### src/rtl/ucf_pkg.sv
// Shared definitions for the unicast destination filter.
// Assumes byte-wide receive data and whole-byte address lanes.
package ucf_pkg;
    localparam int BYTE_W = 8;

    typedef logic [BYTE_W-1:0] byte_t;

    // Source selected for the next station register value.
    typedef enum logic [1:0] {
        SRC_HOLD  = 2'd0,
        SRC_CLEAR = 2'd1,
        SRC_NVM   = 2'd2,
        SRC_HOST  = 2'd3
    } addr_src_e;
endpackage

### src/rtl/ucf_sta_reg.sv
// Station address register with its write arbitration.
// What it does: holds the address. A clear (pending or failed nonvolatile
// load) overrides both write paths, and the nonvolatile path beats the host
// path. Assumes the write strobes are synchronous to clk.
module ucf_sta_reg
    import ucf_pkg::*;
#(
    parameter int ADDR_BYTES = 6,
    localparam int ADDR_W = ADDR_BYTES * BYTE_W
) (
    input  logic              clk,
    input  logic              rst_n,
    input  logic              nv_pend,
    input  logic              nv_err,
    input  logic              nv_we,
    input  logic [ADDR_W-1:0] nv_data,
    input  logic              host_we,
    input  logic [ADDR_W-1:0] host_data,
    output logic [ADDR_W-1:0] sta_q
);
    addr_src_e src;

    // Choose which source drives the register this cycle.
    always_comb begin
        if (nv_pend || nv_err) src = SRC_CLEAR;
        else if (nv_we)        src = SRC_NVM;
        else if (host_we)      src = SRC_HOST;
        else                   src = SRC_HOLD;
    end

    // Update the register from the chosen source.
    always_ff @(posedge clk) begin
        if (!rst_n) begin
            sta_q <= '0;
        end else begin
            case (src)
                SRC_CLEAR: sta_q <= '0;
                SRC_NVM:   sta_q <= nv_data;
                SRC_HOST:  sta_q <= host_data;
                default:   sta_q <= sta_q;
            endcase
        end
    end
endmodule

### src/rtl/ucf_byte_cmp.sv
// Incremental destination-address comparator.
// What it does: copies the station address at start-of-frame and compares
// each later valid byte against its lane of that copy. It keeps a sticky
// mismatch flag and reports the strobe of the last address byte.
// Assumes rx_sof is qualified by rx_vld and that ADDR_BYTES >= 2.
module ucf_byte_cmp
    import ucf_pkg::*;
#(
    parameter int ADDR_BYTES = 6,
    localparam int ADDR_W = ADDR_BYTES * BYTE_W,
    localparam int CNT_W  = $clog2(ADDR_BYTES + 1)
) (
    input  logic              clk,
    input  logic              rst_n,
    input  logic              rx_sof,
    input  logic              rx_vld,
    input  byte_t             rx_data,
    input  logic [ADDR_W-1:0] sta,
    output logic              last_stb,
    output logic              last_mism,
    output logic              ucast_q
);
    localparam logic [CNT_W-1:0] LAST_IDX = CNT_W'(ADDR_BYTES - 1);
    localparam logic [CNT_W-1:0] DONE_IDX = CNT_W'(ADDR_BYTES);

    logic [CNT_W-1:0]      cnt_q;
    logic [ADDR_W-1:0]     snap_q;
    logic                  mism_q;
    logic [ADDR_BYTES-1:0] lane_diff;
    logic                  cur_diff;
    logic                  sof_diff;
    logic                  in_addr;

    // One comparator per byte lane of the frame copy.
    for (genvar g = 0; g < ADDR_BYTES; g++) begin : g_lane
        assign lane_diff[g] = (rx_data != snap_q[g*BYTE_W +: BYTE_W]);
    end

    // Pick the lane that belongs to the current byte position.
    always_comb begin
        cur_diff = 1'b0;
        for (int i = 0; i < ADDR_BYTES; i++) begin
            if (cnt_q == CNT_W'(i)) cur_diff = lane_diff[i];
        end
    end

    assign sof_diff  = (rx_data != sta[BYTE_W-1:0]);
    assign in_addr   = rx_vld && !rx_sof && (cnt_q != '0) && (cnt_q < DONE_IDX);
    assign last_stb  = in_addr && (cnt_q == LAST_IDX);
    assign last_mism = mism_q || cur_diff;

    // Track byte position, the frame copy, the mismatch and the unicast bit.
    always_ff @(posedge clk) begin
        if (!rst_n) begin
            cnt_q   <= '0;
            snap_q  <= '0;
            mism_q  <= 1'b0;
            ucast_q <= 1'b0;
        end else if (rx_vld && rx_sof) begin
            cnt_q   <= CNT_W'(1);
            snap_q  <= sta;
            mism_q  <= sof_diff;
            ucast_q <= ~rx_data[0];
        end else if (in_addr) begin
            cnt_q   <= cnt_q + CNT_W'(1);
            mism_q  <= last_mism;
        end
    end
endmodule

### src/rtl/ucf_decide.sv
// Decision stage. It turns the last-byte strobe into a one-cycle decision
// pulse and an accept flag. Assumes last_stb is at most one cycle wide.
module ucf_decide (
    input  logic clk,
    input  logic rst_n,
    input  logic last_stb,
    input  logic last_mism,
    input  logic ucast,
    input  logic dis,
    output logic dec_vld,
    output logic accept
);
    // Register the decision for the frame.
    always_ff @(posedge clk) begin
        if (!rst_n) begin
            dec_vld <= 1'b0;
            accept  <= 1'b0;
        end else begin
            dec_vld <= last_stb;
            accept  <= last_stb && ucast && !last_mism && !dis;
        end
    end
endmodule

### src/rtl/ucf_top.sv
// Unicast destination address filter, top level.
// What it does: connects the station register, the byte comparator and the
// decision stage. Assumes one byte per rx_vld and rx_sof on the first byte.
module ucf_top
    import ucf_pkg::*;
#(
    parameter int ADDR_BYTES = 6,
    localparam int ADDR_W = ADDR_BYTES * BYTE_W
) (
    input  logic              clk,
    input  logic              rst_n,
    input  logic              rx_sof,
    input  logic              rx_vld,
    input  logic [7:0]        rx_data,
    input  logic              ucast_dis,
    input  logic              nv_pend,
    input  logic              nv_err,
    input  logic              nv_we,
    input  logic [ADDR_W-1:0] nv_data,
    input  logic              host_we,
    input  logic [ADDR_W-1:0] host_data,
    output logic [ADDR_W-1:0] sta_addr,
    output logic              is_ucast,
    output logic              dec_vld,
    output logic              accept
);
    logic last_stb;
    logic last_mism;

    ucf_sta_reg #(.ADDR_BYTES(ADDR_BYTES)) u_reg (
        .clk       (clk),
        .rst_n     (rst_n),
        .nv_pend   (nv_pend),
        .nv_err    (nv_err),
        .nv_we     (nv_we),
        .nv_data   (nv_data),
        .host_we   (host_we),
        .host_data (host_data),
        .sta_q     (sta_addr)
    );

    ucf_byte_cmp #(.ADDR_BYTES(ADDR_BYTES)) u_cmp (
        .clk       (clk),
        .rst_n     (rst_n),
        .rx_sof    (rx_sof),
        .rx_vld    (rx_vld),
        .rx_data   (rx_data),
        .sta       (sta_addr),
        .last_stb  (last_stb),
        .last_mism (last_mism),
        .ucast_q   (is_ucast)
    );

    ucf_decide u_dec (
        .clk       (clk),
        .rst_n     (rst_n),
        .last_stb  (last_stb),
        .last_mism (last_mism),
        .ucast     (is_ucast),
        .dis       (ucast_dis),
        .dec_vld   (dec_vld),
        .accept    (accept)
    );
endmodule

### config.mk
export PLATFORM = sky130hd
export DESIGN_NAME = ucf_top
export DESIGN_NICKNAME = d
export VERILOG_FILES = /design/src/rtl/ucf_pkg.sv /design/src/rtl/ucf_sta_reg.sv /design/src/rtl/ucf_byte_cmp.sv /design/src/rtl/ucf_decide.sv /design/src/rtl/ucf_top.sv
export SDC_FILE = /design/constraint.sdc
export NUM_CORES = 1
export LEC_CHECK = 0
export ABC_CLOCK_PERIOD_IN_PS = 3500
export BUFFER_PORTS_ARGS = -buffer_cell sky130_fd_sc_hd__buf_4
export CAP_MARGIN = 40
export CORE_MARGIN = 2
export CORE_UTILIZATION = 35
export CTS_BUF_LIST = sky130_fd_sc_hd__clkbuf_4 sky130_fd_sc_hd__clkbuf_8 sky130_fd_sc_hd__clkbuf_16
export DETAILED_ROUTE_END_ITERATION = 10
export SLEW_MARGIN = 20
export SYNTH_ARGS = -nofsm -noshare
export SYNTH_HDL_FRONTEND = slang
export SYNTH_SLANG_ARGS = --single-unit
### constraint.sdc
create_clock -name clk -period 3.5 [get_ports clk]
set_input_delay 0.7 -clock clk [delete_from_list [all_inputs] [get_ports clk]]
set_output_delay 0.7 -clock clk [all_outputs]
set_load 0.05 [all_outputs]
==> results of run 1 <==
## routing by layer
metal | vias to the layer above | global-route usage (%) | part of all wire (%)
met5 | - | 0 | 0
met4 | 0 | 6.681 | 1.4
met3 | 16 | 3.346 | 5.6
met2 | 141 | 29.44 | 46
met1 | 2153 | 26.42 | 47
li1 | 2268 | - | -
## path summary, 6_finish.rpt
path | to | slack (ps) | from | cells past startpoint
max | u_cmp.mism_q | 1570 | rx_data[6] | 6
min | u_cmp.snap_q[23] | 480 | u_cmp.snap_q[23] | 2
min reg2reg | u_cmp.snap_q[23] | 480 | u_cmp.snap_q[23] | 2
max reg2reg | u_cmp.mism_q | 1660 | u_cmp.cnt_q[0] | 7
## placed cells by master, fill, tap and decap left out, types with 3 or more instances in the layout
cell type and n:
nand2_1 141, nor4_1 3, o21ai_0 76, dfxtp_1 103
a22oi_1 11, buf_4 167, clkbuf_16 9, inv_1 7
nor2_1 4, xor2_1 23, bufinv_16 3, a21oi_1 40
ha_1 5, xnor2_1 32, nor2b_1 12, mux2_2 11
nand4_1 6, a21boi_0 49
## worst min-delay path: stages, from the launching register on
cell and delay, ps:
dfxtp_1 320, nand2_1 50, a21boi_0 60
## stage by stage
stage / instance area (µm²) / total power [mW] / util (%)
global route: 6575 / 2.909 / 47.74
global placement: 6166 / 1.654 / 44.77
finish: 6575 / 2.797 / 47.74
detailed placement: 6201 / 1.663 / 45.02
floorplan: 4906 / 1.488 / -
CTS: 6548 / 2.818 / 47.54
## layout make-up
class                      instances  share of cell area [%]
multi-input combinational        437                   39.52
sequential                       103                   31.36
timing repair buffer             170                   20.02
clock buffer                      10                   3.635
tap                              180                   3.425
clock inverter                     6                   1.637
inverter                           7                  0.3996
## flip-flops by register name (all words and copies together) (netlist names)
name,flops
u_cmp.snap_q,48
u_reg.sta_q,48
u_cmp.cnt_q,3
u_cmp.mism_q,1
u_cmp.ucast_q,1
u_dec.accept,1
u_dec.dec_vld,1
## power by group through the flow
stage                     sequential (mW)  combinational (mW)  clock [mW]
final                                1.23               0.408        1.16
after global routing                 1.23               0.444        1.23
after CTS                            1.23               0.409        1.18
after detailed placement             1.25               0.408           0
after global placement               1.25               0.399           0
after floorplan                      1.32               0.172           0
## cells by family (layout without fill, tap and decap cells)
| kind of cell | after synthesis | in the layout | share of synthesized area (%) |
|---|---|---|---|
| XOR/XNOR | 57 | 57 | 10.48 |
| AO/OA/AOI/OAI | 185 | 185 | 22.65 |
| buffers and inverters | 56 | 193 | 5.228 |
| flip-flops | 103 | 103 | 42.03 |
| AND/OR/NAND/NOR | 178 | 178 | 15.61 |
| multiplexers | 12 | 12 | 2.729 |
| adder cells (fa/ha/maj) | 5 | 5 | 1.275 |
==> impl_metrics.ini, run 1 <==
[finish]
stdcell_count = 913
num_antenna_cells = 0
seqCellArea_mm2 = 0.002062
drive_gt1_share_pct = 28.10
num-fill-cells = 1381
area_growth_pct = 34.02
final_nets = 846
multiInputGateArea_mm2 = 0.002599

[routing]
vias = 4578
drt-pass1-iter-count = 4
via_per_inst = 5.014
post-route-drc-count = 0
drtIter0Drc = 279
wl_per_cell_um = 15.35
ant_nets = 0
routed_wl_mm = 14.02

[floorplan]
dieArea_mm2 = 0.01498
rows = 43
die_x_um = 122.4
boundaryPins = 164
dieHeight_um = 122.4
start_util_pct = 35.62
core_mm2 = 0.01377

[power]
ir_drop_v = 0.0002146
p_sw_share_pct = 24.83
p_int_mw = 2.102
p_clk_share_pct = 41.5
combPwrFrac_pct = 14.6
p_seq_share_pct = 43.9
p_switching_mw = 0.6944
powerDensity_mw_per_mm2 = 425.4
p_leak_nw = 2.594

[sta]
clock_skew_ps = 5.739
finalSetupViolCount = 0
rsz0062_at_grt = no
fin_setup_tns_ps = 0
min_period_over_period_pct = 55.15
min_period_ps = 1930
fmax_ghz = 0.5181
hold_violations = 0
tightestPinTransition_ps = 641.3
setup_slack_ps = 1570
fin_hold_ws_ps = 476.5
slew_viol_final = 0
slew_headroom_pct = 57.15

[setup_path]
cp_slowest_cell = a2111oi_1
max_stage_delay_ps = 500
required_ps = 3710
critPathKind = in -> reg
end_kind = flip-flop
crit_chain = buf_4, xor2_2, nor4_2, a21oi_1, a2111oi_1, a211oi_1
cp_top_family = compound AO/OA/AOI/OAI gates
crit_path_max_fanout = 7
start_kind = input pin
critPathBufInv = 1
crit_arrival_ps = 2140

[clocking]
clockRootBuffer = clkbuf_16
cts_tree = built
clk_pin_slew_worst_paths_ps = 70
cts_buffer_depth = 2
cts_buffers = 9
cts_hold_buf = 0
clock_latency_ps = 340
cts-resized-gates = 0
h-tree-depth = 3
cts_setup_buffers = 0
cts.sinks = 103

[global_route]
grt_pass1_vias = 4440
grt_first_pass_wirelength_mm = 22.41
overflow = 0
antenna_found_initial = 0
grt_use_total_pct = 18.96
grt_max_degree = 102

[logic_synthesis]
yosysMostFrequentCell = nand2_1
ys_warn_count = 0
syn_nets = 714
yosysTopAreaCell = dfxtp_1
synth_edf_count = 0
async_reset_ff_share_pct = 0
synthTopCellsByCount = nand2_1 (141), dfxtp_1 (103), o21ai_0 (76)
synth-seq-cells = 103
syn-cell-area_mm2 = 0.004906
synth_ff_type = dfxtp_1
synth_area_leaders = dfxtp_1 (42%), nand2_1 (11%), o21ai_0 (7.8%)
synth-seq-area-share_pct = 42.03
syn_area_per_cell_um2 = 8.231
syn_inst = 596
synthDistinctLibCells = 39
synth_top_area_share_pct = 42.03

[placed_design]
dp_hpwl_mm = 10.00
dpl.cell_count = 896
place_congestion = 0.8286
port_buffers = 163
dp_worst_setup_slack_ps = 1247

[status]
status = complete, no violations

[hold_path]
hold_class = reg -> reg

[job]
cap_violations = 0
(Power assumes the default switching activity.)
==> run 2: changes to the inputs <==
ABC_CLOCK_PERIOD_IN_PS = 1550   (was 3500)
clock period = 1.55 ns   (was 3.5 ns; I/O delays follow)
==> run 2 against run 1 <==
Net effect:
- cell area rose by 4.8%
- flip-flop and latch count did not move
- global-route usage rose by 0.65 points
- critical path depth rose by 1
- sequential share of layout area fell by 1.3 points
- worst hold slack got worse by 270 ps
- combinational power rose by 150%
- setup slack got worse by 1500 ps
- critical endpoint is now u_dec.accept
- largest cell class unchanged
- largest power group unchanged
==> impl_metrics.ini, run 2 (synthesis results as in run 1) <==
[placed_design]
port_buffers = 163
dpl.cell_count = 929
dp_worst_setup_slack_ps = -169.6
place_congestion = 0.8763
dp_hpwl_mm = 10.99

[sta]
clock_skew_ps = 3.729
finalSetupViolCount = 0
fin_setup_tns_ps = 0
setup_slack_ps = 52.68
fmax_ghz = 0.6679
min_period_over_period_pct = 96.60
tightestPinTransition_ps = 427.2
rsz0062_at_grt = yes
hold_violations = 0
slew_viol_final = 0
slew_headroom_pct = 71.15
min_period_ps = 1497

[global_route]
grt_use_total_pct = 19.61
overflow = 0
grt_pass1_vias = 4586
antenna_found_initial = 0
grt_max_degree = 49
grt_first_pass_wirelength_mm = 22.86

[setup_path]
critPathBufInv = 2
reg2reg_to = u_dec.accept
endpoint = u_dec.accept
end_kind = flip-flop
start_kind = flip-flop
r2r_slack_ps = 50
r2r_cells = 7
crit_path_max_fanout = 4
max_stage_delay_ps = 360
r2r-start = u_cmp.cnt_q[1]
cp.depth = 7
cp_slowest_cell = dfxtp_2
cp-startpoint = u_cmp.cnt_q[1]
required_ps = 1840
crit_chain = inv_2, ha_4, mux2i_1, nand3b_1, inv_2, and3_4, and4b_2
cp_top_family = simple AND/OR/NAND/NOR gates
critical_path.most_common_cell = inv_2
crit_arrival_ps = 1790
critPathKind = reg -> reg

[clocking]
cts_hold_buf = 0
clk_pin_slew_worst_paths_ps = 70
cts_buffers = 9
cts_setup_buffers = 0
cts_buffer_depth = 2
h-tree-depth = 3
clockRootBuffer = clkbuf_16
clock_latency_ps = 350
cts_tree = built
cts.sinks = 103

[status]
status = complete, no violations

[routing]
met2_length_mm = 6.884
vias = 4663
drt-pass1-iter-count = 7
wl_met3_um = 651
via_per_inst = 4.934
routed_wl_mm = 14.48
ant_nets = 0
wl_per_cell_um = 15.32
post-route-drc-count = 0
routedLengthMet1_mm = 6.726
dr.max_layer_used = met4
drtIter0Drc = 266

[power]
ir_drop_v = 0.0006534
powerDensity_mw_per_mm2 = 887.8
p_leak_nw = 2.760
p_total_mw = 6.117

[floorplan]
die_x_um = 122.4
rows = 43
start_util_pct = 35.62
dieHeight_um = 122.4
dieArea_mm2 = 0.01498
core_mm2 = 0.01377
boundaryPins = 164

[finish]
area_growth_pct = 40.45
final_common_cell = buf_4
num_antenna_cells = 0
final_nets = 878
stdcell_count = 945
final_util_pct = 50.03
largestRegisters = u_cmp.snap_q: 48 flops, u_reg.sta_q: 48 flops, u_cmp.cnt_q: 3 flops
drive_gt1_share_pct = 33.99
layout_common_cells = buf_4 (196), nand2_1 (140), dfxtp_1 (96)

[hold_path]
hold_path_startpoint = nv_data[16]
hold_class = in -> reg

[job]
cap_violations = 0
run 2: what timing repair did:
item	in CTS	in global routing
endpoints found under the setup margin	2	3
resized for setup	9	15
pin swaps	6	7
run 2: layout make-up:
cell class / count / area (µm²)
clock buffers: 10 / 239.0
clock inverters: 6 / 66.31
fillers: 1345 / 6883
inverters: 7 / 26.28
multi-input cells: 437 / 2671
flip-flops and latches: 103 / 2071
well taps: 180 / 225.2
repair buffers: 202 / 1592
run 2: routing by layer:
metal  vias up  track usage (%)
met5         -                0
met4         0            6.394
met3        17            3.903
met2       106            32.36
met1      2200            25.66
li1       2340                -
run 2: worst register-to-register path, stage by stage (launching register included):
cell and delay (ps):
dfxtp_2 360, inv_2 60, ha_4 150, mux2i_1 120
nand3b_1 180, inv_2 160, and3_4 200, and4b_2 200
run 2: report_power, final:
group          internal [mW]  switching, mW
Sequential              2.71         0.0618
Combinational          0.485          0.522
Clock                   1.31           1.03
Total                   4.51           1.61
run 2: how the worst min path moves through the flow:
stage,end,slack [ps],depth (start not counted)
after floorplan,u_reg.sta_q[0],440,2
after global placement,u_cmp.snap_q[6],470,2
after detailed placement,u_cmp.snap_q[24],470,2
after CTS,u_reg.sta_q[16],190,3
after global routing,u_reg.sta_q[11],200,3
final,u_reg.sta_q[16],210,3
run 2: per-stage QoR:
step	area [µm²]	hold slack (ps)
2_1_floorplan	4906	444.1
3_3_place_gp	6504	468.3
3_5_place_dp	6504	474.5
4_1_cts	6837	189.7
5_1_grt	6890	197.6
6_report	6890	205.5
==> run 3: changes to the inputs <==
BUFFER_PORTS_ARGS = default   (was -buffer_cell sky130_fd_sc_hd__buf_4)
DONT_BUFFER_PORTS = 1   (was default)
==> run 3 against run 2 <==
Net effect:
- sequential share of layout area rose by 6.8 points
- non-clock buffer count fell by 161
- critical path depth rose by 1
- largest cell class unchanged
- highest routed layer unchanged
- routed wire length fell by 5.9%
- critical endpoint is now u_cmp.mism_q
- register-to-register slack got worse by 50 ps
- die area did not move
- clock skew rose by 1.6 ps
- combinational power fell by 46%
==> impl_metrics.ini, run 3 (synthesis results as in run 1) <==
[global_route]
grt_pass1_vias = 4086
grt_first_pass_wirelength_mm = 21.31
grt_max_degree = 102
overflow = 0
grt_use_total_pct = 18.28
antenna_found_initial = 0

[power]
p_leak_nw = 1.933
powerDensity_mw_per_mm2 = 1018
p_int_mw = 4.218
p_sw_share_pct = 26.06
ir_drop_v = 0.0005185
p_seq_share_pct = 50.0
combPwrFrac_pct = 9.6
p_switching_mw = 1.487
p_clk_share_pct = 40.4

[routing]
wl_per_cell_um = 17.39
post-route-drc-count = 0
vias = 4173
drt-pass1-iter-count = 4
drtIter0Drc = 188
via_per_inst = 5.323
routed_wl_mm = 13.63
ant_nets = 0

[clocking]
cts_tree = built
clockRootBuffer = clkbuf_16
cts.sinks = 103
clk_pin_slew_worst_paths_ps = 70
cts_hold_buf = 0
clock_latency_ps = 340
h-tree-depth = 3
cts_buffer_depth = 2
cts_buffers = 9

[floorplan]
boundaryPins = 164
die_x_um = 122.4
core_mm2 = 0.01377
rows = 43
dieArea_mm2 = 0.01498
dieHeight_um = 122.4
start_util_pct = 35.62

[finish]
area_growth_pct = 14.26
final_common_cell = nand2_1
layout_common_cells = nand2_1 (141), dfxtp_1 (101), o21ai_0 (76)
drive_gt1_share_pct = 15.23
stdcell_count = 784
final_nets = 717
num_antenna_cells = 0
largestRegisters = u_cmp.snap_q: 48 flops, u_reg.sta_q: 48 flops, u_cmp.cnt_q: 3 flops

[sta]
slew_headroom_pct = 60.75
fmax_ghz = 0.6482
tightestPinTransition_ps = 588.0
slew_viol_final = 0
rsz0062_at_grt = yes
clock_skew_ps = 5.299
min_period_over_period_pct = 99.54
setup_slack_ps = 7.184
finalSetupViolCount = 0
hold_violations = 0
min_period_ps = 1543

[placed_design]
dpl.cell_count = 764
dp_worst_setup_slack_ps = -116.4
dp_hpwl_mm = 9.915
port_buffers = 0
place_congestion = 0.8463

[setup_path]
r2r_cells = 8
critical_path.most_common_cell = buf_4
max_stage_delay_ps = 370
required_ps = 1760
crit_arrival_ps = 1750
critPathKind = reg -> reg
cp_slowest_cell = o41ai_1
r2r_slack_ps = 7
crit_path_max_fanout = 3
endpoint = u_cmp.mism_q
reg2reg_to = u_cmp.mism_q
start_kind = flip-flop
end_kind = flip-flop
crit_chain = inv_2, buf_4, buf_4, ha_1, inv_1, o41ai_1, a31o_2, a211oi_2
cp-startpoint = u_cmp.cnt_q[0]
r2r-start = u_cmp.cnt_q[0]

[job]
cap_violations = 0

[status]
status = complete, no violations

[hold_path]
hold_class = in -> reg
[run 3: worst min-delay path by stage]
stage	cells after the start	from	endpoint
after global placement	2	nv_data[15]	u_reg.sta_q[15]
after CTS	2	nv_data[26]	u_reg.sta_q[26]
after detailed placement	2	nv_data[37]	u_reg.sta_q[37]
after floorplan	2	nv_data[0]	u_reg.sta_q[0]
after global routing	1	rst_n	u_cmp.ucast_q
final	1	rst_n	u_cmp.ucast_q
[run 3: timing repair]
item	4_1_cts	5_1_grt
setup buffers	1	3
resized for setup	8	10
gates cloned	0	0
setup endpoints to repair	2	3
pin swaps	8	9
[run 3: routing by layer]
layer	share of wire [%]	track usage [%]	vias up
met4	1.3	6.322	0
met1	45	23.02	2028
li1	-	-	2017
met2	48	30.63	114
met5	0	0	-
met3	5.8	4.275	14
[run 3: critical path, delay by kind of cell, from the launching register on]
kind / cells / cell delay [ps]
buffers and inverters: 4 / 330
flip-flops: 1 / 340
adder cells (fa/ha/maj): 1 / 140
AO/OA/AOI/OAI: 3 / 600
[run 3: metrics by stage]
step	utilization (%)	power [mW]	TNS [ps]	instance area (µm²)	hold WS (ps)
floorplan	-	3.360	0	4906	444.1
global placement	37.68	3.417	-20.48	5190	446.4
detailed placement	37.68	3.432	-144.0	5190	448.9
CTS	40.19	5.750	0	5535	81.65
global route	40.70	5.934	-119.1	5605	81.98
finish	40.70	5.705	0	5605	93.17
[run 3: power groups by stage]
stage / clock network [mW] / logic [mW] / registers, mW
finish: 2.31 / 0.546 / 2.85
global route: 2.47 / 0.603 / 2.86
floorplan: 0 / 0.389 / 2.97
CTS: 2.37 / 0.529 / 2.85
detailed placement: 0 / 0.518 / 2.91
global placement: 0 / 0.504 / 2.91
[run 3: final cells by class]
class	count	area [µm²]
multi-input cells	437	2675
repair buffers	41	307.8
fillers	1410	8168
inverters	7	26.28
flip-flops and latches	103	2064
well taps	180	225.2
clock inverters	7	81.33
clock buffers	9	225.2
